File: src/rtl/uart_rxq_pkg.sv
package uart_rxq_pkg;
  localparam int unsigned CHAR_W  = 8;
  localparam int unsigned LEN_MIN = 5;

  typedef enum logic [2:0] {
    IID_NONE = 3'd0,
    IID_RDA  = 3'd2,
    IID_CTO  = 3'd6
  } irq_id_e;

  // threshold for each select code
  function automatic int unsigned trig_level(input logic [1:0] sel);
    case (sel)
      2'd0:    return 1;
      2'd1:    return 4;
      2'd2:    return 8;
      default: return 14;
    endcase
  endfunction

  // idle limit: three and a half frames of (start + data + stop) bits
  function automatic int unsigned idle_limit(input logic [1:0] len);
    int unsigned bits;
    bits = LEN_MIN + int'(len) + 2;
    return (7 * bits) / 2;
  endfunction
endpackage

File: src/rtl/rxq_store.sv
module rxq_store #(
  parameter int unsigned DEPTH = 16,
  parameter int unsigned DW    = 8,
  localparam int unsigned AW   = (DEPTH > 1) ? $clog2(DEPTH) : 1,
  localparam int unsigned CW   = $clog2(DEPTH + 1)
) (
  input  logic          clk,
  input  logic          rst_n,
  input  logic          push,
  input  logic [DW-1:0] wdata,
  input  logic          pop,
  output logic [DW-1:0] rdata,
  output logic [CW-1:0] count,
  output logic          empty,
  output logic          dropped
);
  logic [DW-1:0] mem [DEPTH];
  logic [AW-1:0] wr_ptr, rd_ptr;
  logic          full, do_push, do_pop;

  assign full    = (count == CW'(DEPTH));
  assign empty   = (count == '0);
  assign do_pop  = pop && !empty;
  assign do_push = push && (!full || do_pop);
  assign dropped = push && !do_push;
  assign rdata   = empty ? '0 : mem[rd_ptr];

  function automatic logic [AW-1:0] nxt(input logic [AW-1:0] p);
    return (p == AW'(DEPTH - 1)) ? '0 : p + 1'b1;
  endfunction

  always_ff @(posedge clk) begin
    if (do_push) mem[wr_ptr] <= wdata;
  end

  always_ff @(posedge clk or negedge rst_n) begin
    if (!rst_n) begin
      wr_ptr <= '0;
      rd_ptr <= '0;
      count  <= '0;
    end else begin
      if (do_push) wr_ptr <= nxt(wr_ptr);
      if (do_pop)  rd_ptr <= nxt(rd_ptr);
      case ({do_push, do_pop})
        2'b10:   count <= count + 1'b1;
        2'b01:   count <= count - 1'b1;
        default: count <= count;
      endcase
    end
  end

  AST_COUNT_BOUND: assert property (@(posedge clk) disable iff (!rst_n)
    count <= CW'(DEPTH));
  AST_POP_DEC: assert property (@(posedge clk) disable iff (!rst_n)
    (pop && !empty && !push) |=> (count == $past(count) - 1'b1));
  AST_FULL_HOLD: assert property (@(posedge clk) disable iff (!rst_n)
    (push && full && !pop) |=> (count == CW'(DEPTH)));
  AST_EMPTY_ZERO: assert property (@(posedge clk) disable iff (!rst_n)
    empty |-> (rdata == '0));
endmodule

File: src/rtl/rxq_idle_timer.sv
module rxq_idle_timer #(
  parameter int unsigned TW = 6
) (
  input  logic       clk,
  input  logic       rst_n,
  input  logic       restart,
  input  logic       tick,
  input  logic [1:0] ch_len,
  output logic       expired
);
  import uart_rxq_pkg::*;

  logic [TW-1:0] cnt;
  logic [TW-1:0] limit;

  assign limit   = TW'(idle_limit(ch_len));
  assign expired = (cnt >= limit);

  always_ff @(posedge clk or negedge rst_n) begin
    if (!rst_n)                 cnt <= '0;
    else if (restart)           cnt <= '0;
    else if (tick && !expired)  cnt <= cnt + 1'b1;
  end

  AST_TMR_RESTART: assert property (@(posedge clk) disable iff (!rst_n)
    restart |=> !expired);
endmodule

File: src/rtl/rxq_irq_ctl.sv
module rxq_irq_ctl #(
  parameter int unsigned CW = 5
) (
  input  logic          clk,
  input  logic          rst_n,
  input  logic [CW-1:0] count,
  input  logic [1:0]    trig_sel,
  input  logic          idle_expired,
  input  logic          irq_en,
  output logic          irq,
  output logic [2:0]    irq_id
);
  import uart_rxq_pkg::*;

  logic [CW-1:0] thresh;
  logic          rda_pend, cto_pend;
  irq_id_e       id_sel;

  assign thresh   = CW'(trig_level(trig_sel));
  assign rda_pend = (count >= thresh);
  assign cto_pend = idle_expired && (count != '0) && (count < thresh);

  always_comb begin
    id_sel = IID_NONE;
    if (irq_en) begin
      if (rda_pend)      id_sel = IID_RDA;
      else if (cto_pend) id_sel = IID_CTO;
    end
  end

  assign irq_id = id_sel;
  assign irq    = (id_sel != IID_NONE);

  AST_IRQ_GATED: assert property (@(posedge clk) disable iff (!rst_n)
    !irq_en |-> (!irq && irq_id == 3'd0));
  AST_RDA_WINS: assert property (@(posedge clk) disable iff (!rst_n)
    (irq_en && count >= thresh) |-> (irq_id == 3'd2));
  AST_CTO_BELOW: assert property (@(posedge clk) disable iff (!rst_n)
    (irq_id == 3'd6) |-> (count != '0 && count < thresh));
endmodule

File: src/rtl/uart_rx_queue.sv
module uart_rx_queue #(
  parameter int unsigned DEPTH = 16,
  parameter int unsigned TW    = 6,
  localparam int unsigned DW   = uart_rxq_pkg::CHAR_W,
  localparam int unsigned CW   = $clog2(DEPTH + 1)
) (
  input  logic          clk,
  input  logic          rst_n,
  input  logic          in_valid,
  input  logic [DW-1:0] in_data,
  input  logic [1:0]    ch_len,
  input  logic          bit_tick,
  input  logic [1:0]    trig_sel,
  input  logic          irq_en,
  input  logic          rd_pop,
  input  logic          ovr_clr,
  output logic [DW-1:0] rd_data,
  output logic          rx_nonempty,
  output logic          overrun,
  output logic          irq,
  output logic [2:0]    irq_id
);
  import uart_rxq_pkg::*;

  logic [DW-1:0] masked;
  logic [CW-1:0] count;
  logic          empty, dropped, expired, restart;

  // keep bit i only when it lies inside the configured character length
  for (genvar i = 0; i < DW; i++) begin : g_mask
    if (i < int'(LEN_MIN)) begin : g_always
      assign masked[i] = in_data[i];
    end else begin : g_len
      assign masked[i] = in_data[i] && (int'(ch_len) > (i - int'(LEN_MIN)));
    end
  end

  rxq_store #(.DEPTH(DEPTH), .DW(DW)) i_store (
    .clk(clk), .rst_n(rst_n), .push(in_valid), .wdata(masked),
    .pop(rd_pop), .rdata(rd_data), .count(count), .empty(empty),
    .dropped(dropped)
  );

  assign restart = in_valid || (rd_pop && !empty) || empty;

  rxq_idle_timer #(.TW(TW)) i_timer (
    .clk(clk), .rst_n(rst_n), .restart(restart), .tick(bit_tick),
    .ch_len(ch_len), .expired(expired)
  );

  rxq_irq_ctl #(.CW(CW)) i_irq (
    .clk(clk), .rst_n(rst_n), .count(count), .trig_sel(trig_sel),
    .idle_expired(expired), .irq_en(irq_en), .irq(irq), .irq_id(irq_id)
  );

  always_ff @(posedge clk or negedge rst_n) begin
    if (!rst_n)       overrun <= 1'b0;
    else if (dropped) overrun <= 1'b1;
    else if (ovr_clr) overrun <= 1'b0;
  end

  assign rx_nonempty = !empty;

  AST_OVR_SET: assert property (@(posedge clk) disable iff (!rst_n)
    dropped |=> overrun);
  AST_OVR_STICKY: assert property (@(posedge clk) disable iff (!rst_n)
    (overrun && !ovr_clr) |=> overrun);
  AST_LEN_MASK: assert property (@(posedge clk) disable iff (!rst_n)
    (in_valid && ch_len == 2'd0) |-> (masked[DW-1:LEN_MIN] == '0));
endmodule

File: config.mk
export PLATFORM = sky130hd
export DESIGN_NAME = uart_rx_queue
export DESIGN_NICKNAME = d
export VERILOG_FILES = /design/src/rtl/uart_rxq_pkg.sv /design/src/rtl/rxq_store.sv /design/src/rtl/rxq_idle_timer.sv /design/src/rtl/rxq_irq_ctl.sv /design/src/rtl/uart_rx_queue.sv
export SDC_FILE = /design/constraint.sdc
export NUM_CORES = 1
export LEC_CHECK = 0
export ABC_AREA = 1
export BUFFER_PORTS_ARGS = -buffer_cell sky130_fd_sc_hd__buf_2
export CAP_MARGIN = 20
export CORE_MARGIN = 2
export CORE_UTILIZATION = 54
export DETAILED_ROUTE_END_ITERATION = 10
export PLACE_DENSITY_LB_ADDON = 0.08
export SYNTH_ARGS = -nofsm -noshare
export SYNTH_HDL_FRONTEND = slang
export SYNTH_SLANG_ARGS = --single-unit
File: constraint.sdc
create_clock -name clk -period 1.91 [get_ports clk]
set_input_delay 0.382 -clock clk [delete_from_list [all_inputs] [get_ports clk]]
set_output_delay 0.382 -clock clk [all_outputs]
set_load 0.005 [all_outputs]
==> results of run 1 <==
## cell type report
type | count | area [um2]
well taps | 172 | 215
repair buffers | 96 | 858
clock inverters | 10 | 203
clock buffers | 22 | 474
inverters | 128 | 492
flip-flops and latches | 148 | 4350
multi-input cells | 454 | 2470
fillers | 916 | 3710
## layout by cell type, fill, tap and decap left out, types with 2 or more instances in the layout
cell | netlist | routed
sky130_fd_sc_hd__edfxtp_1 | 128 | 128
sky130_fd_sc_hd__nand2_4 | 0 | 3
sky130_fd_sc_hd__a21oi_2 | 0 | 11
sky130_fd_sc_hd__clkinvlp_4 | 0 | 2
sky130_fd_sc_hd__inv_2 | 2 | 5
sky130_fd_sc_hd__nor2_1 | 31 | 29
sky130_fd_sc_hd__buf_2 | 9 | 30
sky130_fd_sc_hd__inv_1 | 124 | 118
sky130_fd_sc_hd__bufinv_16 | 0 | 6
sky130_fd_sc_hd__buf_16 | 0 | 4
sky130_fd_sc_hd__dfrtp_2 | 0 | 3
sky130_fd_sc_hd__nand3_2 | 2 | 27
sky130_fd_sc_hd__nand3_4 | 0 | 2
sky130_fd_sc_hd__nand2_2 | 0 | 10
sky130_fd_sc_hd__nor2_4 | 0 | 2
sky130_fd_sc_hd__clkbuf_8 | 0 | 3
sky130_fd_sc_hd__buf_4 | 9 | 45
sky130_fd_sc_hd__ha_1 | 23 | 18
sky130_fd_sc_hd__nand2_1 | 264 | 251
sky130_fd_sc_hd__clkinv_2 | 0 | 3
sky130_fd_sc_hd__dfrtp_1 | 20 | 17
sky130_fd_sc_hd__clkbuf_1 | 4 | 2
sky130_fd_sc_hd__o21ai_0 | 9 | 6
sky130_fd_sc_hd__buf_8 | 0 | 2
sky130_fd_sc_hd__buf_12 | 0 | 4
sky130_fd_sc_hd__xnor2_1 | 2 | 2
sky130_fd_sc_hd__nand3_1 | 92 | 65
sky130_fd_sc_hd__clkinv_1 | 2 | 2
sky130_fd_sc_hd__clkbuf_16 | 0 | 19
sky130_fd_sc_hd__nand3b_1 | 2 | 2
sky130_fd_sc_hd__ha_4 | 0 | 5
sky130_fd_sc_hd__o21ai_1 | 1 | 4
sky130_fd_sc_hd__xor2_1 | 8 | 8
sky130_fd_sc_hd__buf_6 | 1 | 8
## report_power, final
group / switching (uW) / leakage (uW) / internal [uW]
Sequential: 228 / 0.00141 / 3930
Clock: 1220 / 0.000330 / 2550
Combinational: 3120 / 0.00246 / 2240
Total: 4570 / 0.00421 / 8720
## sequential cells by signal, indices dropped and copies added, names as in the netlist
register and count:
i_store.mem 128, i_store.wr_ptr 4, i_timer.cnt 6, i_store.rd_ptr 4, overrun 1, i_store.count 5
## cell families after synthesis
logic type / count (synthesis) / share of synthesized area, %
AND/OR/NAND/NOR: 395 / 22.9
buffers and inverters: 153 / 8.80
flip-flops: 148 / 61.0
AO/OA/AOI/OAI: 24 / 1.74
adder cells (fa/ha/maj): 24 / 4.32
XOR/XNOR: 10 / 1.23
other: 1 / 0.0527
## per-stage QoR
stage	std cells	setup TNS, ns	cell area (um2)	setup slack (ns)
2_1_floorplan	755	0	7120	0.101
3_3_place_gp	975	-0.582	7710	-0.210
3_5_place_dp	975	-0.736	7710	-0.252
4_1_cts	1021	-3.56	8750	-0.348
5_1_grt	1030	-5.04	9060	-0.496
6_report	1030	-3.72	9060	-0.384
## Yosys cell counts, types with 2 or more instances
cell type                    n  share of area (%)
sky130_fd_sc_hd__buf_1       2               0.11
sky130_fd_sc_hd__xnor2_1     2               0.25
sky130_fd_sc_hd__clkinv_1    2               0.11
sky130_fd_sc_hd__inv_2       2               0.11
sky130_fd_sc_hd__nand2_1   264                 14
sky130_fd_sc_hd__xor2_1      8               0.98
sky130_fd_sc_hd__inv_1     124                6.5
sky130_fd_sc_hd__nand3_1    92                6.5
sky130_fd_sc_hd__o21ai_0     9               0.63
sky130_fd_sc_hd__nor2_1     31                1.6
sky130_fd_sc_hd__dfrtp_1    20                7.0
sky130_fd_sc_hd__a21oi_1    12               0.84
sky130_fd_sc_hd__nand3b_1    2               0.21
sky130_fd_sc_hd__buf_4       9               0.95
sky130_fd_sc_hd__buf_2       9               0.63
sky130_fd_sc_hd__clkbuf_1    4               0.21
sky130_fd_sc_hd__nand3_2     2               0.28
sky130_fd_sc_hd__edfxtp_1  128                 54
sky130_fd_sc_hd__ha_1       23                4.0
## worst register-to-register path: cells and delay by family (launching register included)
kind / cells / cell delay (ns)
and+or+nand+nor: 9 / 0.79
adders and majority gates: 1 / 0.28
buffers and inverters: 4 / 0.36
DFF: 1 / 0.44
## routing by layer
metal	global-route usage (%)	part of all wire [%]	up-vias
met3	5.56	4.4	28
li1	-	-	2590
met1	30.1	43	2487
met5	0	0	-
met2	40.5	50	134
met4	8.93	2.6	0
## final timing paths
path                                    end  slack, ns
hold reg to reg                     overrun       0.53
max in group asynchronous    i_timer.cnt[2]       1.09
setup / recovery                 rd_data[3]      -0.38
hold / removal                      overrun       0.16
setup reg to reg           i_store.count[4]      -0.07
min in group asynchronous  i_store.count[0]       0.45
## what timing repair did
action | 4_1_cts | 5_1_grt
resized for setup | 43 | 54
endpoints found under the hold margin | 20 | 0
cloned | 4 | 2
setup buffers | 9 | 7
hold buffers | 1 | 0
endpoints found under the setup margin | 12 | 112
pin swaps | 19 | 26
==> results.md, run 1 <==
- The clock-pin slew of the registers on the worst-case setup and hold paths is 0.06 ns.
- The number of top-level pins is 33.
- The via count of the first global-routing pass is 5,168.
- The largest voltage drop on the vdd net is 0.000739 V.
- The number of antenna repair diodes is 0.
- Among cell families on the critical path, the largest total delay comes from buffers and inverters.
- The global-route wire length before repair is 25,600 um.
- The clock tree synthesis step divided the H-tree into 4 levels.
- The layout net count is 888.
- The largest single stage delay on the critical path is 0.43 ns.
- Across all hold checks on the routed design, the worst slack comes to 0.162 ns.
- Summing every instance area after synthesis gives 0.00712 mm2.
- The clock arrives with 0.00897 ns of skew.
- The most instantiated flip-flop cell in the synthesis netlist is sky130_fd_sc_hd__edfxtp_1.
- The fraction of layout cells with a size suffix above 1 is 23.1%.
- The flow ran to the end, but the final reports show violations.
- The number of synthesized flops with an enable pin is 128.
- For the worst flop-to-flop path, the logic depth is 14.
- For this run, the share of the core covered by cells in the final layout is 70.9%.
- The total area inside the core boundary comes to 0.0128 mm2.
- TritonCTS built the clock tree.
- After detailed routing, the average wire length per cell comes to 15.7 um.
- The floorplan step set the die height to 119 um.
- Setup violations remaining at the end of the flow were counted as 12.
- The TritonCTS sink count is 148.
- Synthesis handed over a netlist of 755 instances.
- In the routed layout, each cell is associated on average with a via count of 5.09.
- The worst min-delay path startpoint is ovr_clr.
- The die covers 0.0141 mm2.
- The flip-flop and latch count after synthesis is 148.
- The post-route fraction of the period consumed by the critical path is 120%.
- The number of nets handed over by synthesis was 798.
- The number of antenna violations at the first check in global routing is 0.
- The residual DRC count is 0.
- The number of placement rows is 41.
- The number of cells on the worst hold path is 2.
- The critical path contains buffers and inverters numbering 4 combined.
- The startpoint type of the worst setup path is a register.
- Setup repair after global routing could not meet its margin everywhere.
- The number of max-cap violations is 0.
- The tree is rooted in a sky130_fd_sc_hd__clkbuf_16.
- The checks that failed: setup timing.
- The slowest cell on the critical path is sky130_fd_sc_hd__dfrtp_2.
- The hold violation total from the final report is 0.
- The first TritonRoute pass finished after 5 iterations.
- The launching point of the worst reg2reg path is i_store.count[2].
- The critical path goes through clkinv_4 -> buf_6 -> clkbuf_16 -> nand2_1 -> nand3_1 -> nand3_2 -> nand3_2 -> a21oi_2 -> buf_2.
- The post-synthesis average cell area is 9.43 um2.
- The total routing resource utilization after global routing is 23.9%.
- The number of DRC violations after detailed-routing iteration 0 is 438.
- After global routing the overflow that remains totals 0.
- The most critical setup path has its startpoint at i_store.rd_ptr[0].
- The die boundary width is 119 um.
- The number of distinct library cell variants in the gate-level netlist after synthesis is 29.
- The part of the Yosys area used for sequential elements is 61.0%.
- The total length of routed wires is 16,200 um.
- The maximum clock path buffer count is 2.
- By startpoint and endpoint, the worst setup path is classified as reg -> out.
- In this run the worst hold path is classified as in -> reg.
- In this run the power density over the cells is 1470 mW/mm2.
- Buffers inserted during clock tree synthesis total 17.
- STA puts the critical path data arrival time at 1.91 ns.
- The analysis attributes to cell leakage a power of 0.00421 uW.
- The number of antenna-violating nets in the routed design is 0.
- At the later pin of the worst-skew pair, clock insertion delay measures 0.42 ns.
- In this run the number of cells on the critical path is 9.
- Along the worst path, the maximum fanout reaches 8.
- The worst setup path is captured at a primary output.
- The final route contains 5,239 vias.
- The cell occurring most often along the worst timing path is sky130_fd_sc_hd__nand3_2.
- After layout, the worst setup slack is -0.384 ns.
- The post-detailed-placement half-perimeter wirelength is 9870 um.
- Once the floorplan was initialized, standard cells occupied 55.8% of the core.
- The post-layout minimum cycle time is 2.29 ns.
- Routability-driven placement finished with a final weighted congestion of 0.822.
- The required time of the critical path is 1.53 ns.
- The yosys synthesis warning count is 0.
- The area added between synthesis and finish is 27.2%.
- The share of flip-flops with an asynchronous set or reset after synthesis is 13.5%.
- The final number of max-transition violations is 0.
- The post-layout total power is 13,300 uW.
- The maximum number of pins on one net before global-route repair is 27.
- The number of buffers added on ports is 31.
- The fmax is 436 MHz.
(Power assumes the default switching activity.)
==> run 2, diff against run 1 <==
--- a/config.mk
+++ b/config.mk
@@ -8,7 +8,6 @@
 export ABC_AREA = 1
 export BUFFER_PORTS_ARGS = -buffer_cell sky130_fd_sc_hd__buf_2
 export CAP_MARGIN = 20
-export CORE_MARGIN = 2
 export CORE_UTILIZATION = 54
 export DETAILED_ROUTE_END_ITERATION = 10
 export PLACE_DENSITY_LB_ADDON = 0.08
==> run 2 against run 1 <==
Net effect: the run still ends with setup timing left; sequential cell count stayed put; clock skew fell by 0.0030 ns; hold slack worse by 0.0010 ns.
==> results.md, run 2 (synthesized netlist as in run 1, its figures left out) <==
- The placer's final routability congestion estimate is 0.813.
- TritonCTS built the clock tree.
- After layout, the worst setup slack is -0.376 ns.
- The maximum number of pins on one net before global-route repair is 36.
- The via count of the first global-routing pass was 4,976.
- The register share of total power is 35.1%.
- The internal portion of the total power is 7600 uW.
- The sum of negative setup slack is -3.44 ns.
- The y dimension of the die is 117 um.
- The standard cell core area is 0.0127 mm2.
- The run finished, with violations left.
- In this run the power spent charging and discharging nets is 4270 uW.
- The clock network burns 25.5% of the power.
- The post-route fraction of the period consumed by the critical path is 120%.
- The number of antenna repair diodes is 0.
- The hold violation total from the final report was 0.
- For this run, design rule violations remaining after detail routing come to 0.
- Across the run, the number of max-cap violations was 0.
- For this run, the detailed router's first-pass iteration total came to 5.
- In the final layout, the registers with the most flip-flops are i_store.mem (128), i_timer.cnt (6), i_store.count (5).
- The actual slew at the worst max-slew pin is 0.511 ns.
- The critical path contains buffers and inverters numbering 3 combined.
- Counting every sink on the clock net gives 148.
- For the worst flop-to-flop path, the logic depth is 15.
- The post-detailed-placement half-perimeter wirelength is 10,100 um.
- After routing the design area is 0.00867 mm2.
- The number of cells on the worst hold path is 2.
- Setup violations remaining at the end of the flow were counted as 12.
- The number of antenna-violating nets in the routed design is 0.
- During placement, the flow inserted port buffers numbering 31.
- The final number of max-transition violations was 0.
- The signal on the critical path passes through buf_12 -> nand2_1 -> nand3_1 -> nand2_1 -> nand2_1 -> nand2_1 -> inv_1 -> a21oi_2 -> buf_2.
- At the later pin of the worst-skew pair, clock insertion delay measures 0.42 ns.
- VDD sags by at most 0.000748 V.
- Clock tree synthesis inserted a total of 17 buffers.
- The initialized floorplan defines 41 standard-cell rows.
- Of the cells placed in the final design, the portion with a size suffix greater than 1 is 19.4%.
- The detail-routed via count per cell is 5.13.
- 33 I/O pins were placed.
- The static power due to leakage is 0.00400 uW.
- The finished layout holds 1,022 standard cells, fillers aside.
- The slowest cell on the critical path is sky130_fd_sc_hd__dfrtp_2.
- Setup repair after global routing could not meet its margin everywhere.
- The initial utilization of the core area, before any placement, comes to 56.0%.
- In this run switching power makes up 35.9% of total power.
- The total length of routed wires is 15,900 um.
- In this design, the stage delay of the slowest critical-path cell is 0.46 ns.
- The net count of the finished layout is 883.
- Once layout is complete, the utilization of the core stands at 68.1%.
- The number of flip-flops in the largest register is 128.
- The kind of capture point of the worst setup path is a primary output.
- In the layout the commonest cells are 255 x sky130_fd_sc_hd__nand2_1, 128 x sky130_fd_sc_hd__edfxtp_1, 119 x sky130_fd_sc_hd__inv_1.
- The worst relative slew slack is 65.9%.
- The count of cell instances traversed by the critical path is 9.
- The class of the tightest hold or removal check is in -> reg.
- The data arrival time at the worst-slack endpoint is 1.90 ns.
- The cell type group with the largest total delay on the critical path is simple AND/OR/NAND/NOR gates.
- The die boundary width is 117 um.
- Counting stages on the worst path, the most repeated cell is sky130_fd_sc_hd__nand2_1.
- The combinational cell fraction of total power is 39.4%.
- The clock-pin slew of the registers on the worst-case setup and hold paths is 0.06 ns.
- Counting I/O delays and the setup requirement, the final critical path takes 2.29 ns.
- In this run the cell area measured after placement is 0.00769 mm2.
- The checks that failed: setup timing.
- The tightest hold path in the finished design has a slack of 0.161 ns.
- The total routing resource utilization after global routing is 25.5%.
- Of all nets on the critical path, the largest fanout is 35.
- The startpoint type of the worst setup path is a register.
- The register with the most flip-flops in the final layout is i_store.mem.
- In the final routed layout, each cell accounts on average for 15.6 um.
- The routed layout has 5,238 vias.
- From synthesis to final layout, the design area changed by 21.7%.
- The number of H-tree branching levels is 4.
- In this run, placement finished with an instance count of 974.
- The number of antenna violations at the first check in global routing is 0.
- At the worst endpoint, the required time is 1.53 ns.
- For this block, the initial DRC count from the detailed router was 475.
- By startpoint and endpoint, the worst setup path is classified as reg -> out.
- The first global-routing pass estimated 24,900 um of wire.
- The total power per unit cell area is 1370 mW/mm2.
- Global routing finished with a remaining overflow of 0.
- The die covers 0.0137 mm2.
- The worst-case clock skew is 0.00594 ns.
- The most common cell after layout, fill and taps aside is sky130_fd_sc_hd__nand2_1.
- The longest clock path from root to sink contains 2 buffers.
- The tree is rooted in a sky130_fd_sc_hd__clkbuf_16.
- The fmax is 437 MHz.
run 2: changes by cell type in the layout (fill, tap and decap cells not counted), sizes merged:
cell and delta:
clkbuf -5, clkinv +5, buf -4, bufinv -4
clkinvlp -1, inv +1
run 2: what timing repair did:
action | 4_1_cts | 5_1_grt
pin swaps | 8 | 23
endpoints found under the setup margin | 12 | 110
hold buffers | 1 | 0
cloned | 0 | 1
buffers inserted | 6 | 11
resized for setup | 34 | 33
hold endpoints to repair | 20 | 0
run 2: worst paths after layout:
| path | from | end | slack [ns] |
|---|---|---|---|
| worst min-delay path | ovr_clr | overrun | 0.16 |
| min in group asynchronous | rst_n | i_store.count[2] | 0.46 |
| worst max-delay path | i_store.rd_ptr[0] | rd_data[7] | -0.38 |
| worst max register to register | i_store.count[2] | i_store.count[4] | -0.04 |
| max in group asynchronous | rst_n | i_store.rd_ptr[0] | 1.07 |
| worst min register to register | overrun | overrun | 0.54 |
run 2: power groups by stage:
stage / sequential [uW] / combinational, uW / clock [uW]
after floorplan: 4140 / 2720 / 0
after global placement: 4200 / 3920 / 0
after detailed placement: 4220 / 4010 / 0
after CTS: 4150 / 4360 / 3060
after global routing: 4210 / 5210 / 3190
final: 4170 / 4680 / 3020
run 2: stage by stage:
step | setup slack (ns) | total power [uW]
3_3_place_gp | -0.200 | 8120
6_report | -0.376 | 11900
3_5_place_dp | -0.234 | 8230
5_1_grt | -0.461 | 12600
2_1_floorplan | 0.101 | 6860
4_1_cts | -0.337 | 11600
run 2: routing by layer:
| metal | vias to the layer above | track usage (%) | wire, um |
|---|---|---|---|
| li1 | 2573 | - | - |
| met1 | 2477 | 32.6 | 6810 |
| met2 | 154 | 41.7 | 7920 |
| met3 | 34 | 5.30 | 755 |
| met4 | 0 | 12.6 | 451 |
| met5 | - | 0 | 0 |
run 2: final cells by class:
type	instances	area, um2
clock buffer	18	429
inverter	128	492
tap	172	215
multi-input combinational	454	2390
sequential	148	4350
timing repair buffer	91	696
fill	1030	4050
clock inverter	11	95.1
